## config.mk

```make
export PLATFORM = sky130hd
export DESIGN_NAME = flash_poll_engine
export DESIGN_NICKNAME = d
export VERILOG_FILES = /design/src/rtl/flash_poll_pkg.sv /design/src/rtl/flash_poll_decode.sv /design/src/rtl/flash_poll_counter.sv /design/src/rtl/flash_poll_fsm.sv /design/src/rtl/flash_poll_engine.sv
export SDC_FILE = /design/constraint.sdc
export NUM_CORES = 1
export LEC_CHECK = 0
export ABC_AREA = 1
export BUFFER_PORTS_ARGS = -buffer_cell sky130_fd_sc_hd__clkbuf_2
export CAP_MARGIN = 20
export CORE_MARGIN = 5
export CORE_UTILIZATION = 46
export CTS_BUF_LIST = sky130_fd_sc_hd__clkbuf_8
export CTS_CLUSTER_DIAMETER = 200
export DETAILED_ROUTE_END_ITERATION = 12
export GPL_TIMING_DRIVEN = 0
export HOLD_SLACK_MARGIN = 0.08
export PLACE_DENSITY = 0.85
export SLEW_MARGIN = 25
export SYNTH_ARGS = -nofsm -noshare
export SYNTH_HDL_FRONTEND = slang
export SYNTH_HIERARCHICAL = 1
export SYNTH_SLANG_ARGS = --single-unit
```

## constraint.sdc

```tcl
create_clock -name clk -period 2 [get_ports clk]
set_input_delay 0 -clock clk [delete_from_list [all_inputs] [get_ports clk]]
set_output_delay 0 -clock clk [all_outputs]
set_load 0.1 [all_outputs]
```

## src/rtl/flash_poll_pkg.sv

```systemverilog
package flash_poll_pkg;

  typedef enum logic [2:0] {
    PS_IDLE     = 3'd0,
    PS_POLL     = 3'd1,
    PS_RECHECK  = 3'd2,
    PS_RESET_WR = 3'd3,
    PS_REPORT   = 3'd4
  } poll_state_t;

  typedef enum logic [1:0] {
    PST_OK      = 2'd0,
    PST_DEV_ERR = 2'd1,
    PST_TIMEOUT = 2'd2
  } poll_status_t;

  // polling bit sits at the top of the bus
  function automatic int toggle_pos(input int width);
    return width - 1;
  endfunction

  // error bit sits two below the polling bit
  function automatic int error_pos(input int width);
    return width - 3;
  endfunction

endpackage

```

## src/rtl/flash_poll_decode.sv

```systemverilog
module flash_poll_decode
  import flash_poll_pkg::*;
#(
  parameter int DATA_W = 8
) (
  input  logic [DATA_W-1:0] word,
  input  logic [DATA_W-1:0] expect_word,
  output logic              toggle_match,
  output logic              err_flag
);

  localparam int TOG_POS = toggle_pos(DATA_W);
  localparam int ERR_POS = error_pos(DATA_W);

  logic tog_bit;
  logic exp_bit;

  generate
    if (DATA_W == 16) begin : g_wide
      assign tog_bit  = word[TOG_POS];
      assign exp_bit  = expect_word[TOG_POS];
      assign err_flag = word[ERR_POS];
    end else begin : g_byte
      assign tog_bit  = word[7];
      assign exp_bit  = expect_word[7];
      assign err_flag = word[5];
    end
  endgenerate

  assign toggle_match = (tog_bit == exp_bit);

endmodule

```

## src/rtl/flash_poll_counter.sv

```systemverilog
module flash_poll_counter #(
  parameter int MAX_POLLS = 64,
  localparam int CNT_W = $clog2(MAX_POLLS + 1)
) (
  input  logic             clk,
  input  logic             rst_n,
  input  logic             clear,
  input  logic             step,
  output logic             last_poll,
  output logic [CNT_W-1:0] count
);

  localparam logic [CNT_W-1:0] LAST_VAL = CNT_W'(MAX_POLLS - 1);

  logic [CNT_W-1:0] cnt_q;

  always_ff @(posedge clk or negedge rst_n) begin
    if (!rst_n)     cnt_q <= '0;
    else if (clear) cnt_q <= '0;
    else if (step)  cnt_q <= cnt_q + 1'b1;
  end

  assign last_poll = (cnt_q == LAST_VAL);
  assign count     = cnt_q;

  // busy replies counted never reach the limit without ending the loop
  assert_count_bound_R8: assert property (@(posedge clk) disable iff (!rst_n)
    cnt_q < CNT_W'(MAX_POLLS));

endmodule

```

## src/rtl/flash_poll_fsm.sv

```systemverilog
module flash_poll_fsm
  import flash_poll_pkg::*;
(
  input  logic        clk,
  input  logic        rst_n,
  input  logic        start,
  input  logic        rd_vld,
  input  logic        toggle_match,
  input  logic        err_flag,
  input  logic        last_poll,
  input  logic        wr_ack,
  output logic        load,
  output logic        cnt_clear,
  output logic        cnt_step,
  output logic        rd_req,
  output logic        wr_req,
  output logic        done,
  output logic        busy,
  output logic [1:0]  status
);

  poll_state_t  state_q, state_d;
  poll_status_t status_q, status_d;

  // named events for the assertions
  logic rd_accept;
  logic ev_complete;
  logic ev_err_seen;
  logic ev_busy_reply;
  logic ev_timeout;
  logic ev_recheck_fail;

  assign rd_accept       = rd_req && rd_vld;
  assign ev_err_seen     = (state_q == PS_POLL) && rd_accept && err_flag;
  assign ev_busy_reply   = (state_q == PS_POLL) && rd_accept && !err_flag && !toggle_match;
  assign ev_timeout      = ev_busy_reply && last_poll;
  assign ev_recheck_fail = (state_q == PS_RECHECK) && rd_accept && !toggle_match;
  assign ev_complete     = ((state_q == PS_POLL) && rd_accept && toggle_match && !err_flag) ||
                           ((state_q == PS_RECHECK) && rd_accept && toggle_match);

  always_comb begin
    state_d   = state_q;
    status_d  = status_q;
    load      = 1'b0;
    cnt_clear = 1'b0;
    cnt_step  = 1'b0;
    case (state_q)
      PS_IDLE: begin
        if (start) begin
          load      = 1'b1;
          cnt_clear = 1'b1;
          state_d   = PS_POLL;
        end
      end
      PS_POLL: begin
        if (ev_complete) begin
          status_d = PST_OK;
          state_d  = PS_REPORT;
        end else if (ev_err_seen) begin
          state_d = PS_RECHECK;
        end else if (ev_timeout) begin
          status_d = PST_TIMEOUT;
          state_d  = PS_RESET_WR;
        end else if (ev_busy_reply) begin
          cnt_step = 1'b1;
        end
      end
      PS_RECHECK: begin
        if (ev_complete) begin
          status_d = PST_OK;
          state_d  = PS_REPORT;
        end else if (ev_recheck_fail) begin
          status_d = PST_DEV_ERR;
          state_d  = PS_RESET_WR;
        end
      end
      PS_RESET_WR: begin
        if (wr_ack) state_d = PS_REPORT;
      end
      PS_REPORT: state_d = PS_IDLE;
      default:   state_d = PS_IDLE;
    endcase
  end

  always_ff @(posedge clk or negedge rst_n) begin
    if (!rst_n) begin
      state_q  <= PS_IDLE;
      status_q <= PST_OK;
    end else begin
      state_q  <= state_d;
      status_q <= status_d;
    end
  end

  assign rd_req = (state_q == PS_POLL) || (state_q == PS_RECHECK);
  assign wr_req = (state_q == PS_RESET_WR);
  assign done   = (state_q == PS_REPORT);
  assign busy   = (state_q != PS_IDLE);
  assign status = status_q;

  assert_done_pulse_R9: assert property (@(posedge clk) disable iff (!rst_n)
    done |=> !done);

  assert_rd_hold_R1: assert property (@(posedge clk) disable iff (!rst_n)
    (rd_req && !rd_vld) |=> rd_req);

  assert_req_exclusive_R7: assert property (@(posedge clk) disable iff (!rst_n)
    !(rd_req && wr_req));

  assert_ok_path_R3: assert property (@(posedge clk) disable iff (!rst_n)
    ev_complete |=> (done && status == PST_OK));

  assert_single_recheck_R5: assert property (@(posedge clk) disable iff (!rst_n)
    ((state_q == PS_RECHECK) && rd_vld) |=> (state_q != PS_RECHECK));

  assert_timeout_reset_R8: assert property (@(posedge clk) disable iff (!rst_n)
    ev_timeout |=> (wr_req && status == PST_TIMEOUT));

  assert_recheck_fail_R6: assert property (@(posedge clk) disable iff (!rst_n)
    ev_recheck_fail |=> (wr_req && status == PST_DEV_ERR));

endmodule

```

## src/rtl/flash_poll_engine.sv

```systemverilog
module flash_poll_engine
  import flash_poll_pkg::*;
#(
  parameter int              ADDR_W    = 20,
  parameter int              DATA_W    = 8,
  parameter int              MAX_POLLS = 4096,
  parameter logic [DATA_W-1:0] RESET_CMD = DATA_W'('hF0)
) (
  input  logic              clk,
  input  logic              rst_n,
  input  logic              start,
  input  logic [ADDR_W-1:0] start_addr,
  input  logic [DATA_W-1:0] expect_data,
  output logic              busy,
  output logic              rd_req,
  output logic [ADDR_W-1:0] rd_addr,
  input  logic              rd_vld,
  input  logic [DATA_W-1:0] rd_data,
  output logic              wr_req,
  output logic [ADDR_W-1:0] wr_addr,
  output logic [DATA_W-1:0] wr_data,
  input  logic              wr_ack,
  output logic              done,
  output logic [1:0]        status
);

  localparam int CNT_W = $clog2(MAX_POLLS + 1);

  logic [ADDR_W-1:0] addr_q;
  logic [DATA_W-1:0] exp_q;
  logic              load;
  logic              cnt_clear;
  logic              cnt_step;
  logic              last_poll;
  logic [CNT_W-1:0]  poll_count;
  logic              toggle_match;
  logic              err_flag;

  always_ff @(posedge clk or negedge rst_n) begin
    if (!rst_n) begin
      addr_q <= '0;
      exp_q  <= '0;
    end else if (load) begin
      addr_q <= start_addr;
      exp_q  <= expect_data;
    end
  end

  flash_poll_decode #(.DATA_W(DATA_W)) u_decode (
    .word         (rd_data),
    .expect_word  (exp_q),
    .toggle_match (toggle_match),
    .err_flag     (err_flag)
  );

  flash_poll_counter #(.MAX_POLLS(MAX_POLLS)) u_counter (
    .clk       (clk),
    .rst_n     (rst_n),
    .clear     (cnt_clear),
    .step      (cnt_step),
    .last_poll (last_poll),
    .count     (poll_count)
  );

  flash_poll_fsm u_fsm (
    .clk          (clk),
    .rst_n        (rst_n),
    .start        (start),
    .rd_vld       (rd_vld),
    .toggle_match (toggle_match),
    .err_flag     (err_flag),
    .last_poll    (last_poll),
    .wr_ack       (wr_ack),
    .load         (load),
    .cnt_clear    (cnt_clear),
    .cnt_step     (cnt_step),
    .rd_req       (rd_req),
    .wr_req       (wr_req),
    .done         (done),
    .busy         (busy),
    .status       (status)
  );

  assign rd_addr = addr_q;
  assign wr_addr = addr_q;
  assign wr_data = RESET_CMD;

  assert_start_ignored_R10: assert property (@(posedge clk) disable iff (!rst_n)
    (busy && start) |=> ($stable(addr_q) && $stable(exp_q)));

  assert_wr_hold_R7: assert property (@(posedge clk) disable iff (!rst_n)
    (wr_req && !wr_ack) |=> wr_req);

  assert_count_idle_R8: assert property (@(posedge clk) disable iff (!rst_n)
    (!busy) |-> (poll_count < CNT_W'(MAX_POLLS)));

endmodule

```

==> results of run 1 <==
## how the worst max path moves through the flow
stage / from / endpoint / slack (ps) / depth (start not counted)
after global placement: u_counter/count[0] / u_counter/count[11] / -100 / 11
after CTS: u_counter/count[0] / u_counter/count[9] / 40 / 11
after global routing: u_fsm/state_q[1] / u_counter/count[9] / -30 / 10
final: u_counter/count[0] / u_counter/count[9] / 80 / 11
after floorplan: u_fsm/state_q[1] / u_counter/count[8] / 30 / 8
after detailed placement: u_counter/count[0] / u_counter/count[9] / -150 / 11
## layout make-up
class | count | area [µm²]
Buffer | 36 | 286.5
Clock buffer | 5 | 68.82
Clock inverter | 3 | 63.81
Fill cell | 336 | 1634
Inverter | 25 | 93.84
Multi-Input combinational cell | 187 | 905.9
Sequential cell | 39 | 975.9
Tap cell | 54 | 67.56
Timing Repair Buffer | 96 | 595.6
## state kept, by name, summed over array words and instances, names as in the netlist
register	flops
u_counter/count	13
rd_addr	20
u_fsm/state_q	3
exp_q	1
u_fsm/status	2
## critical path, cell delays in order (launching register included)
cell and delay, ps:
dfrtp_1 420, ha_2 230, nand3_4 120, nor3_2 70, nor3_2 320, inv_1 110, nand2_1 120, nand2_1 80
nor2_2 140, nand3_1 90, nand2_1 70, nor2_1 40
## what timing repair did
item,CTS,global route
endpoints found under the setup margin,9,10
gates resized for setup,0,6
endpoints found under the hold margin,60,0
hold buffers,22,0
pin swaps,1,2
buffers inserted,1,1
## metal layers
layer	GRT usage, %	share of wire, %	up-vias
met5	0	0	-
met4	8.076	3.0	0
met3	5.669	9.1	24
met2	37.54	50	126
met1	23.20	38	1042
li1	-	-	1052
## metrics by stage
stage	setup slack [ps]	setup TNS, ps	instance area (µm²)	utilization [%]
after global routing	-28.92	-53.53	3058	65.17
after floorplan	34.08	0	2237	-
final	77.51	0	3058	65.17
after CTS	38.09	0	3025	64.48
after detailed placement	-145.2	-739.1	2665	56.80
after global placement	-99.64	-397.5	2665	56.80
==> impl_results.md, run 1 <==
* R2R depth at 11
* Hold path startpoint: rd_vld
* Initial DRC count at 140
* Largest net degree at the start of global routing at 40
* Share of the clock period used by the worst path at ~96%
* DR vias/cell at 5.043
* Core box area at approximately 4700 µm²
* Max Clock Freq at between 0.5 and 0.6 GHz
* Overflow after GRT at 0
* Final Net Count at approximately 430
* First-pass GRT wire length at 10.33 mm
* Critical path arrival at 2100 ps
* Critical path class: reg2reg
* # setup viols final at 0
* Pre-antenna DRT Iters at 4
* Max cap viols at 0
* Clock tree buffer depth at 2
* Post-layout min period at roughly 1900 ps
* Residual DRC at 0
* Root buf cell: clkbuf_8
* PortBufs at 72
* Layout cell share with drive strength beyond 1 at a little under two fifths
* Vias in the first global route at between 2000 and 2500
* Commonest non-fill, non-tap cell in the layout: nand2_1
* YS warnings at 6
* Hold slack at 123.9 ps
* Number of routed nets with antenna violations at 0
* CP Launch Type: flip-flop
* Inserted Clock Buffers at 5
* Die ar. at ~6300 µm²
* Reg-to-Reg Start: u_counter/count[0]
* Initial Utilization at a little under half
* Wirelength, routed at about 6.4 mm
* # rows at 25
* Antenna fix cells at 0
* Top-Level Pins at 95
* Hpwl dp at 4.002 mm
* Outcome: finished clean
* R2r setup slk at 80 ps
* Final clock skew at 7.130 ps
* Clk sinks at 39
* Die Y at 79.19 µm
* Clock Latency Late Sink at between 200 and 300 ps
* CTS tree: built
* Non-Filler Instances at 445
* Worst setup EP type: flip-flop
* Worst Hold End: u_fsm/status[0]
* Number of cells produced by synthesis at approximately 280
* Die X-Extent at 79.19 µm
* Worst-Margin Slew at 841.8 ps
* Worst min path class: in2reg
* Routed vias at 2244
* WL/cell at ~14 µm
* Hold depth at 3
* Mapped cell area at 2202 µm²
* RR Endpoint: u_counter/count[9]
* CP Max Fanout at 4
* Final Slew Violations at 0
* Slew headroom at 43.88%
* P&R area growth vs syn at 38.86%
* Commonest non-fill, non-tap cells in the layout: nand2_1 (105), clkbuf_2 (71), dfrtp_1 (39)
* Antenna violations before repair at 0
* DP Cell Count at approximately 410
* Final hold vios at 0
* Syn_area_per_cell at 7.837 µm²
* Total track usage at about a fifth
* Clk slew on worst S/H paths at roughly 70 ps
* H-tree depth at 2
* Worst EP required at between 2000 and 2500 ps
* GPL Wtd Cong at ~0.82
Power of run 1 is left out: the tool's default activity adds up to more than one toggle a clock period on the data nets, which glitch-free logic cannot reach.
==> run 2, diff against run 1 <==
ABC_AREA = 0   (was 1)
CORE_UTILIZATION = 44   (was 46)
PLACE_DENSITY = 0.84   (was 0.85)
SYNTH_HIERARCHICAL = not set   (was 1)
==> impl_results.md, run 2 <==
* Initial Utilization at 45.91% (was 46.93%)
* GR Util met3 at 4.036% (was 5.669%)
* Max Clock Freq at 0.5302 GHz (was 0.5202 GHz)
* Die Y at 80.67 µm (was 79.19 µm)
* First-pass GRT wire length at 9.446 mm (was 10.33 mm)
* Met2 Track Usage GR at 31.46% (was 37.54%)
* Clk sinks at 39 (unchanged)
* Yosys top cell area share at between 40 and 50%
* CP max-delay cell: nor4_4 (was dfrtp_1)
* Vias in the first global route at 2087 (was 2171)
* Clk slew on worst S/H paths at 80 ps (was 70 ps)
* Hpwl dp at 3.911 mm (was 4.002 mm)
* Worst setup EP type: flip-flop (unchanged)
* RSZ-0062 raised after global routing: false
* Final Net Count at 399 (was 432)
* Fill cells at 380 (was 336)
* Overflow after GRT at 0 (unchanged)
* WL/cell at 13.98 µm (was 14.28 µm)
* Top-Level Pins at 95 (unchanged)
* Critical path depth at 5 (was 11)
* DR vias/cell at 5.134 (was 5.043)
* Post-layout min period at 1886 ps (was 1922 ps)
* Die X-Extent at 80.67 µm (was 79.19 µm)
* Post_cts resized at 0 (unchanged)
* Core box area at 4786 µm² (was 4692 µm²)
* Most used standard cell by instance count after synthesis: nand2_1
* Clock Latency Late Sink at 300 ps (was 290 ps)
* Max reg flops at 20 (unchanged)
* CP Max Fanout at 10 (was 4)
* Root buf cell: clkbuf_8 (unchanged)
* Clock tree buffer depth at 2 (unchanged)
* Layout cell share with drive strength beyond 1 at 35.20% (was 37.34%)
* Register area at 975.9 µm² (unchanged)
* Yosys top cell by area: dfrtp_1
* # rows at 25 (unchanged)
* Synth top cells by count: nand2_1 (72), dfrtp_1 (39), buf_4 (29), a21oi_1 (11)
* CP Launch Type: flip-flop (unchanged)
* Largest net degree at the start of global routing at 40 (unchanged)
* M1 GR Usage at 21.76% (was 23.20%)
* Reg-to-Reg Start: u_counter.count[0] (was u_counter/count[0])
* CP Cell Sequence: ha_1 > nand3_1 > nor4_4 > nand2_2 > a211o_1 (was ha_2 > nand3_4 > nor3_2 > nor3_2 > inv_1 > nand2_1 > nand2_1 > nor2_2 > nand3_1 > nand2_1 > nor2_1)
* Worst EP required at 2180 ps (about the same)
* Syn_area_per_cell at 8.859 µm² (was 7.837 µm²)
* # setup viols final at 0 (unchanged)
* Worst path buffer plus inverter count at 0 (was 1)
* Hold depth at 3 (unchanged)
* H-tree depth at 2 (unchanged)
* Number of routed nets with antenna violations at 0 (unchanged)
* PortBufs at 73 (was 72)
* Routed vias at 2187 (was 2244)
* Number of cells produced by synthesis at 248 (was 281)
* FF+latch count, synth at 39
* Post-synth top flop: dfrtp_1
* Critical path class: reg2reg (unchanged)
* Commonest non-fill, non-tap cells in the layout: nand2_1 (72), clkbuf_2 (72), dfrtp_1 (39) (was nand2_1 (105), clkbuf_2 (71), dfrtp_1 (39))
* Worst-Margin Slew at 860.8 ps (was 841.8 ps)
* Pre-antenna DRT Iters at 4 (unchanged)
* P&R area growth vs syn at 38.27% (was 38.86%)
* Initial DRC count at 131 (was 140)
* TNS Setup at 0 ps (unchanged)
* YS warnings at 0 (was 6)
* Outcome: finished clean (unchanged)
* Max cap viols at 0 (unchanged)
* CTS tree: built (unchanged)
* Inserted Clock Buffers at 5 (unchanged)
* Die ar. at 6507 µm² (was 6271 µm²)
* Hold path startpoint: start (was rd_vld)
* Share of the clock period used by the worst path at 94.31% (was 96.12%)
* Final clock skew at 6.812 ps (was 7.130 ps)
* R2R depth at 5 (was 11)
* Yosys cell types at ~50
* Residual DRC at 0 (unchanged)
* Total track usage at 18.76% (was 20.84%)
* GPL Wtd Cong at 0.8225 (was 0.8185)
* Worst min path class: in2reg (unchanged)
* Post-synthesis sequential area ratio at 44.42%
* Top Usage Layer GRT: met2 (unchanged)
* Fraction of registers with async set/reset at 100.0%
* Top cells by area, synth: dfrtp_1 (44%), nand2_1 (12%), buf_4 (9.9%), a21oi_1 (2.5%), o31ai_1 (2.1%)
* Critical path arrival at 2070 ps (was 2100 ps)
* CP top delay family: simple AND/OR/NAND/NOR gates (unchanged)
* Slew headroom at 42.61% (was 43.88%)
* EDFF count, synth at 0
* Antenna violations before repair at 1 (was 0)
* Final hold vios at 0 (unchanged)
* CP Launch Point: u_counter.count[0] (was u_counter/count[0])
* Mapped cell area at 2197 µm² (was 2202 µm²)
* CP max stage delay at 430 ps (was 420 ps)
* Multi-input gate area at 960.9 µm² (was 905.9 µm²)
* Wirelength, routed at 5.956 mm (was 6.355 mm)
* Final Slew Violations at 0 (unchanged)
==> run 2: worst paths after layout <==
check,slack [ps],to
hold / removal,110,u_fsm.state_q[0]
min in group asynchronous,380,u_counter.count[9]
hold reg to reg,500,rd_addr[18]
setup reg to reg,110,u_fsm.status[0]
max in group asynchronous,1080,u_counter.count[4]
setup / recovery,110,u_fsm.status[0]
==> run 2: cells by family after synthesis <==
family / count (synthesis) / share of synthesized area, %
AOI/OAI and AO/OA: 40 / 12.47
xor gates and xnor gates: 2 / 0.7974
adders and majority gates: 1 / 0.5694
buffers and inverters: 44 / 13.04
DFF: 39 / 44.42
muxes: 3 / 1.424
other: 2 / 0.3418
and+or+nand+nor: 117 / 26.94
==> run 2: stage by stage <==
step	cell area [µm²]	setup slack, ps	std cells	util (%)	hold slack, ps
finish	3038	113.8	426	63.48	113.8
CTS	3035	108.6	425	63.42	109.6
global placement	2673	219.4	394	55.84	191.0
floorplan	2223	164.0	254	-	-295.6
global route	3038	3.381	426	63.48	121.0
detailed placement	2673	132.1	394	55.84	192.4
==> run 2: layer usage <==
metal / vias up / part of all wire (%)
met1: 1038 / 38
met4: 0 / 4.2
met3: 18 / 6.0
met2: 93 / 51
li1: 1038 / -
met5: - / 0
==> run 2: worst reg2reg max path, stage by stage (launching register included) <==
cell and delay, ps:
dfrtp_1 420, ha_1 290, nand3_1 220, nor4_4 430
nand2_2 140, a211o_1 280
==> run 2: final cells by class <==
cell class              count  area share [%]
inverters                   7          0.8649
flip-flops and latches     39           32.13
well taps                  67           2.759
plain buffers              37           8.567
clock inverters             3           2.100
repair buffers             96           19.60
diodes                      1         0.08237
multi-input cells         171           31.63
clock buffers               5           2.265
==> run 2: what timing repair did <==
| item | in CTS | in global routing |
|---|---|---|
| hold endpoints to repair | 61 | 0 |
| buffers inserted | 0 | 0 |
| hold buffers | 23 | 0 |
Power of run 2 is left out for the same reason.
==> run 3, diff against run 2 <==
CORE_UTILIZATION = 43   (was 44)
CTS_BUF_LIST = not set   (was sky130_fd_sc_hd__clkbuf_8)
PLACE_DENSITY = 0.82   (was 0.84)
SETUP_SLACK_MARGIN = 0.5   (was not set)
==> impl_results.md, run 3 (synthesized netlist as in run 2, its figures left out) <==
* Clk slew on worst S/H paths at 80 ps (about the same)
* CP Max Fanout at 7 (was 10)
* Pre-antenna DRT Iters at 4 (unchanged)
* Layout cell share with drive strength beyond 1 at 54.57% (was 35.20%)
* Die Y at 81.48 µm (was 80.67 µm)
* RSZ-0062 raised after global routing: true (was false)
* Number of routed nets with antenna violations at 0 (unchanged)
* Initial DRC count at 142 (was 131)
* CP max-delay cell: or4_4 (was nor4_4)
* Clock tree buffer depth at 2 (unchanged)
* Core box area at 5042 µm² (was 4786 µm²)
* CP top delay family: simple AND/OR/NAND/NOR gates (unchanged)
* Die ar. at 6639 µm² (was 6507 µm²)
* P&R area growth vs syn at 65.03% (was 38.27%)
* Final hold vios at 0 (unchanged)
* Commonest non-fill, non-tap cell in the layout: clkbuf_2
* Uppermost routed layer: met4 (unchanged)
* Antenna fix cells at 0 (was 1)
* Hold slack at 90.13 ps (was 113.8 ps)
* Worst-Margin Slew at 904.5 ps (was 860.8 ps)
* Final clock skew at 8.694 ps (was 6.812 ps)
* Worst path buffer plus inverter count at 1 (was 0)
* Clock Latency Late Sink at 310 ps (was 300 ps)
* DP Cell Count at 397 (was 394)
* Max Clock Freq at 0.5861 GHz (was 0.5302 GHz)
* Critical path arrival at 1950 ps (was 2070 ps)
* GPL Wtd Cong at 0.8393 (was 0.8225)
* CP Launch Type: flip-flop (unchanged)
* PortBufs at 73 (unchanged)
* Hold depth at 3 (unchanged)
* Max reg flops at 20 (unchanged)
* Worst min path class: in2reg (unchanged)
* Vias in the first global route at 2201 (was 2087)
* CP Cell Sequence: buf_6 > nor3b_4 > nand4_1 > or4_4 > a21oi_2 (was ha_1 > nand3_1 > nor4_4 > nand2_2 > a211o_1)
* First-pass GRT wire length at 9.894 mm (was 9.446 mm)
* Metal1 wirelength at 2.947 mm (was 2.293 mm)
* Commonest non-fill, non-tap cells in the layout: clkbuf_2 (68), nand2_1 (49), buf_4 (47) (was nand2_1 (72), clkbuf_2 (72), dfrtp_1 (39))
* Worst Hold End: u_fsm.state_q[2] (was u_fsm.state_q[0])
* # setup viols final at 0 (unchanged)
* H-tree depth at 2 (unchanged)
* Critical path class: reg2reg (unchanged)
* Met3 WL post-DR at 375 µm (was 357 µm)
* Hold path startpoint: wr_ack (was start)
* Final Slew Violations at 0 (unchanged)
* DR vias/cell at 5.181 (was 5.134)
* Outcome: finished clean (unchanged)
* Slew headroom at 39.70% (was 42.61%)
* Post-layout min period at 1706 ps (was 1886 ps)
* Inserted Clock Buffers at 5 (unchanged)
* Overflow after GRT at 0 (unchanged)
* Root buf cell: clkbuf_8 (unchanged)
* Residual DRC at 0 (unchanged)
* WL/cell at 16.74 µm (was 13.98 µm)
* Hpwl dp at 3.989 mm (was 3.911 mm)
* Largest net degree at the start of global routing at 40 (unchanged)
* Antenna violations before repair at 0 (was 1)
* Initial Utilization at 43.57% (was 45.91%)
* R2R depth at 5 (unchanged)
* Max cap viols at 0 (unchanged)
* CP max stage delay at 560 ps (was 430 ps)
* Clk sinks at 39 (unchanged)
* # rows at 26 (was 25)
* Reg-to-Reg Start: u_fsm.state_q[0] (was u_counter.count[0])
* TNS Setup at 0 ps (unchanged)
* Share of the clock period used by the worst path at 85.31% (was 94.31%)
* Routed vias at 2347 (was 2187)
* Die X-Extent at 81.48 µm (was 80.67 µm)
* Worst EP required at 2240 ps (was 2180 ps)
* R2r setup slk at 290 ps (was 110 ps)
* Metal2 WL at 4.051 mm (was 3.057 mm)
* RR Endpoint: u_counter.count[9] (was u_fsm.status[0])
* Total track usage at 19.41% (was 18.76%)
* CTS tree: built (unchanged)
* Wirelength, routed at 7.584 mm (was 5.956 mm)
* Top-Level Pins at 95 (unchanged)
* Non-Filler Instances at 453 (was 426)
* Final Net Count at 424 (was 399)
* Worst setup EP type: flip-flop (unchanged)
## run 3: cell types whose count changed in the layout (fill, tap and decap cells not counted), moves of 4 or more
cell | before | now
nand2_1 | 72 | 49
nand2_4 | 0 | 6
nand2_2 | 1 | 18
buf_6 | 1 | 6
a21oi_1 | 10 | 6
dfrtp_1 | 39 | 35
clkbuf_2 | 72 | 68
buf_4 | 29 | 47
dfrtp_2 | 0 | 4
## run 3: routing by layer
layer	vias to the layer above	GRT usage, %
li1	1089	-
met3	17	5.044
met1	1149	22.10
met2	92	33.55
met5	-	0
met4	0	9.628
## run 3: how the worst max path moves through the flow
| stage | startpoint | to | slack (ps) | cells after the start |
|---|---|---|---|---|
| floorplan | u_fsm.state_q[1] | rd_req | 280 | 3 |
| global placement | u_counter.count[4] | u_fsm.status[0] | 250 | 4 |
| detailed placement | u_fsm.state_q[1] | rd_addr[9] | 230 | 6 |
| CTS | u_fsm.state_q[1] | u_fsm.status[0] | 340 | 5 |
| global route | u_fsm.state_q[0] | u_counter.count[6] | 210 | 5 |
| finish | u_fsm.state_q[0] | u_counter.count[9] | 290 | 5 |
## run 3: timing repair
action / 4_1_cts / 5_1_grt
cloned: 0 / 2
setup endpoints to repair: 41 / 42
buffers inserted: 10 / 13
hold buffers: 23 / 0
endpoints found under the hold margin: 61 / 0
resized for setup: 22 / 80
pin swaps: 6 / 38
## run 3: worst register-to-register path: stages, from the launching register on
cell and delay, ps:
dfrtp_1 350, buf_6 130, nor3b_4 270, nand4_1 210, or4_4 560, a21oi_2 120
## run 3: area by class of cell
| type | instances | area, µm² |
|---|---|---|
| tap | 70 | 87.58 |
| inverter | 7 | 28.78 |
| sequential | 39 | 980.9 |
| buffer | 37 | 311.5 |
| multi-input combinational | 171 | 1239 |
| fill | 328 | 1416 |
| clock inverter | 3 | 20.02 |
| clock buffer | 5 | 68.82 |
| timing repair buffer | 121 | 889.6 |
## run 3: through the flow
step	util [%]	instance area [µm²]	setup WS, ps
3_3_place_gp	53.62	2704	250.3
4_1_cts	63.20	3187	342.8
6_report	71.91	3626	293.8
5_1_grt	71.91	3626	210.3
2_1_floorplan	-	2251	281.8
3_5_place_dp	53.62	2704	228.6
Power of run 3 is left out for the same reason.
